**src/rtl/priv_legal_pkg.sv**
```systemverilog
package priv_legal_pkg;

    localparam logic [1:0] LVL_USER  = 2'b00;
    localparam logic [1:0] LVL_SUPER = 2'b01;

    // invalidate-field codes; 2'b10 is reserved and read as Off
    localparam logic [1:0] INV_OFF   = 2'b00;
    localparam logic [1:0] INV_FLUSH = 2'b01;

    localparam int ILL_W  = 12;
    localparam int VIRT_W = 8;

    // illegal flag positions
    localparam int IL_ATFENCE = 0;
    localparam int IL_ORDFEN  = 1;
    localparam int IL_GPFENCE = 2;
    localparam int IL_GVFENCE = 3;
    localparam int IL_HLDST   = 4;
    localparam int IL_FPOFF   = 5;
    localparam int IL_VECOFF  = 6;
    localparam int IL_WAIT    = 7;
    localparam int IL_RMRSV   = 8;
    localparam int IL_CBZERO  = 9;
    localparam int IL_CBCLEAN = 10;
    localparam int IL_CBINV   = 11;

    // virtual flag positions
    localparam int VI_ATFENCE = 0;
    localparam int VI_ORDFEN  = 1;
    localparam int VI_HFENCE  = 2;
    localparam int VI_HLDST   = 3;
    localparam int VI_WAIT    = 4;
    localparam int VI_CBZERO  = 5;
    localparam int VI_CBCLEAN = 6;
    localparam int VI_CBINV   = 7;

    typedef struct packed {
        logic m;
        logic hs;
        logic hu;
        logic vs;
        logic vu;
    } mode_t;

    typedef struct packed {
        logic       zero_en;
        logic       clean_en;
        logic [1:0] inv_fld;
    } envcfg_t;

    function automatic logic inv_is_off(input logic [1:0] fld);
        return (fld == INV_OFF) || (fld == 2'b10);
    endfunction

    function automatic logic inv_is_flush(input logic [1:0] fld);
        return fld == INV_FLUSH;
    endfunction

endpackage

```
**src/rtl/priv_illegal_eval.sv**
```systemverilog
module priv_illegal_eval
    import priv_legal_pkg::*;
#(
    parameter int          FRM_W   = 3,
    parameter int unsigned FRM_MAX = 4
) (
    input  logic              in_m_i,
    input  logic              in_hs_i,
    input  logic              in_hu_i,
    input  logic              tvm_i,
    input  logic              tw_i,
    input  logic              hu_en_i,
    input  logic [1:0]        fs_i,
    input  logic [1:0]        vecs_i,
    input  logic [FRM_W-1:0]  frm_i,
    input  envcfg_t           menv_i,
    input  envcfg_t           senv_i,
    output logic [ILL_W-1:0]  ill_o
);
    logic not_m;
    logic tlb_fence_bad;

    always_comb begin
        not_m         = !in_m_i;
        tlb_fence_bad = (in_hs_i && tvm_i) || in_hu_i;
        ill_o             = '0;
        ill_o[IL_ATFENCE] = tlb_fence_bad;
        ill_o[IL_GPFENCE] = tlb_fence_bad;
        ill_o[IL_ORDFEN]  = in_hu_i;
        ill_o[IL_GVFENCE] = in_hu_i;
        ill_o[IL_HLDST]   = in_hu_i && !hu_en_i;
        ill_o[IL_FPOFF]   = (fs_i == 2'b00);
        ill_o[IL_VECOFF]  = (vecs_i == 2'b00);
        ill_o[IL_WAIT]    = in_hu_i || (not_m && tw_i);
        ill_o[IL_RMRSV]   = (frm_i > FRM_W'(FRM_MAX));
        ill_o[IL_CBZERO]  = (not_m && !menv_i.zero_en) || (in_hu_i && !senv_i.zero_en);
        ill_o[IL_CBCLEAN] = (not_m && !menv_i.clean_en) || (in_hu_i && !senv_i.clean_en);
        ill_o[IL_CBINV]   = (not_m && inv_is_off(menv_i.inv_fld))
                         || (in_hu_i && inv_is_off(senv_i.inv_fld));
    end
endmodule

```
**config.mk**
```make
export PLATFORM = sky130hd
export DESIGN_NAME = priv_illegal_eval
export DESIGN_NICKNAME = d
export VERILOG_FILES = /design/src/rtl/priv_legal_pkg.sv /design/src/rtl/priv_illegal_eval.sv
export SDC_FILE = /design/constraint.sdc
export NUM_CORES = 1
export LEC_CHECK = 0
export BUFFER_PORTS_ARGS = -buffer_cell sky130_fd_sc_hd__buf_2
export CAP_MARGIN = 20
export CORE_AREA = 5 5 42 44
export DETAILED_ROUTE_END_ITERATION = 10
export DIE_AREA = 0 0 47 49
export GPL_ROUTABILITY_DRIVEN = 0
export GPL_TIMING_DRIVEN = 0
export PLACE_DENSITY = 0.48
export SETUP_SLACK_MARGIN = 0.5
export SLEW_MARGIN = 20
export SYNTH_ARGS = -nofsm -noshare
export SYNTH_HDL_FRONTEND = slang
export SYNTH_SLANG_ARGS = --single-unit
```
**constraint.sdc**
```tcl
create_clock -name vclk -period 1.58
set_clock_uncertainty 0.15 [all_clocks]
set_input_delay 0.474 -clock vclk [all_inputs]
set_output_delay 0.474 -clock vclk [all_outputs]
set_load 0.02 [all_outputs]
```
==> impl_summary.txt <==
----------------------------------------------------
[STA]
  Slew at the pin closest to its max-slew limit ... 0.130 ns
  Fmax ... 638 MHz
  Final hold violation count ... 0
  Number of failing setup endpoints in the final timing report ... 0
  Max-slew violations ... 0
  RSZ-0062 raised after global routing ... true
  Minimum hold slack ... 1.01 ns
  Max_slew headroom ... 91.3%
  Crit path time final ... 1.57 ns
  Share of the clock period used by the worst path after layout ... 99.2%

[Setup path]
  CP Data Required Time ... 0.96 ns
  Setup crit start kind ... primary input
  Crit-path max FO ... 6
  Worst Setup End Kind ... output pin
  Data arrival time of the critical path ... 0.94 ns
  Critical path start-end classification ... in2out

[Placement]
  DP Wirelength ... 515 µm
  Placed Area ... 412 µm²
  Count of input and output buffers ... 31
  Number of cells in the design after placement ... 63

[Global route]
  Total overflow reported by the global router ... 0
  Initial antenna violation count ... 0
  GRT Overall Usage ... 5.19%
  Number of global-route vias before repair ... 265
  Global-route wire length before repair ... 986 µm
  Largest net degree at the start of global routing ... 7

[Cells and area]
  Cell area after layout ... 594 µm²
  Post-layout net count ... 70
  Clock buffer count in the final layout ... 0
  Synthesis-to-layout area growth ... 579%
  Total number of sequential cells ... 0
  Cell Count, Final, Fillers Out ... 63
  Area of combinational cells with multiple inputs ... 148 µm²
  Fraction of layout cells with a size suffix above 1 ... 100%
  Register Area ... 0 µm²
  Inserted Diodes ... 0
  Number of fillers in the final layout ... 139

[Power and ir drop]
  Power per cell area ... 323 mW/mm²
  Peak ir drop on the vdd network ... 0.125 mV
  Lkg Pwr ... 0.268 nW

[Floorplan]
  FP Rows ... 14
  Die ar. ... 0.00230 mm²
  I/O pin total ... 33
  Starting utilization of the core area ... 6.25%
  Die width ... 47 µm
  CORE AREA ... 0.00140 mm²
  Die H ... 49 µm

[Route]
  Number of vias after detailed routing ... 243
  Wire length per cell ... 9.06 µm
  Initial DRT Pass Iterations ... 1
  Detailed-route vias per instance ... 3.86
  Remaining antenna violation count ... 0
  DR DRC count ... 0
  Count of routing violations after the opening detailed-route iteration ... 0
  Routed wire length ... 571 µm

[Synthesis]
  Mean Syn Cell Area ... 5.47 µm²
  Top cell type by total area after synthesis ... sky130_fd_sc_hd__buf_4
  Cell variety after synth ... 8
  Synthesized netlist cell count ... 16
  Largest cells by area after synthesis ... sky130_fd_sc_hd__buf_4, sky130_fd_sc_hd__o22ai_1, sky130_fd_sc_hd__nor2_1
  Netlist area before placement ... 87.6 µm²
  Count of warnings emitted by yosys ... 0
  Post-Syn Nets ... 37
  Share of the synthesized area in the top cell type ... 34.3%
  Proportion of synthesized chip area in sequential cells ... 0%

[Flow run]
  Max-Cap Viols ... 0

[Status]
  Outcome ... completed

[Worst hold path]
  Class of the worst hold path ... in2out

[Clock tree]
  Post-CTS Repair Setup Buffers ... 0

----------------------------------------------------
[cell families after synthesis]
group	Yosys count	share of synthesized area, %
buffers and inverters	6	42.9
and+or+nand+nor	5	21.4
AOI/OAI and AO/OA	5	35.7
[layout make-up]
| class | instances | share of cell area (%) |
|---|---|---|
| tap | 16 | 3.37 |
| inverter | 2 | 6.11 |
| multi-input combinational | 10 | 24.8 |
| buffer | 4 | 8.84 |
| timing repair buffer | 31 | 56.8 |
[per-layer routing]
metal	vias to the layer above	GRT usage, %	part of all wire [%]
li1	113	-	-
met1	110	5.22	22
met2	20	9.50	55
met3	0	2.95	22
met4	0	0	0
met5	-	0	0
[worst max-delay path, stage by stage]
cell	delay (ns)
sky130_fd_sc_hd__buf_12	0.12
sky130_fd_sc_hd__inv_16	0.07
sky130_fd_sc_hd__nand2_4	0.05
sky130_fd_sc_hd__buf_6	0.10
sky130_fd_sc_hd__buf_6	0.12
[cells in the final DEF, fill, tap and decap left out]
master / count
sky130_fd_sc_hd__o21a_4: 1
sky130_fd_sc_hd__o21ai_4: 1
sky130_fd_sc_hd__inv_16: 1
sky130_fd_sc_hd__inv_12: 1
sky130_fd_sc_hd__o22ai_4: 3
sky130_fd_sc_hd__buf_2: 7
sky130_fd_sc_hd__buf_6: 20
sky130_fd_sc_hd__buf_8: 6
sky130_fd_sc_hd__nor2_4: 3
sky130_fd_sc_hd__buf_12: 2
sky130_fd_sc_hd__nand2_4: 2
[timing repair]
action,4_1_cts,5_1_grt
hold buffers,0,0
setup endpoints to repair,12,12
endpoints found under the hold margin,0,0
gates resized for setup,40,7
pin swaps,6,5
[final timing paths]
path	end	slack [ns]	from	cells after the start
worst min-delay path	ill_o[6]	1.01	vecs_i[0]	3
worst max-delay path	ill_o[2]	0.01	in_hu_i	5
[stage by stage]
step / setup WS [ns] / TNS [ns] / total power [W] / util, %
2_1_floorplan: 0.257 / 0 / 0.0000771 / -
3_3_place_gp: -0.126 / -0.796 / 0.000137 / 29.4
3_5_place_dp: -0.131 / -0.813 / 0.000139 / 29.4
4_1_cts: 0.00643 / 0 / 0.000185 / 39.8
5_1_grt: -0.00425 / -0.00843 / 0.000203 / 42.4
6_report: 0.0129 / 0 / 0.000192 / 42.4
[report_power, final]
| group | internal [W] | switching [W] |
|---|---|---|
| Sequential | 0 | 0 |
| Combinational | 0.000115 | 0.0000770 |
| Clock | 0 | 0 |
| Total | 0.000115 | 0.0000770 |
[cell usage after synthesis (all sizes together)]
| library cell | n |
|---|---|
| buf | 4 |
| nor2 | 3 |
| o22ai | 3 |
| inv | 2 |
| nand2 | 2 |
| o21a | 1 |
| o21ai | 1 |
Power figures use the tool's default switching activity.
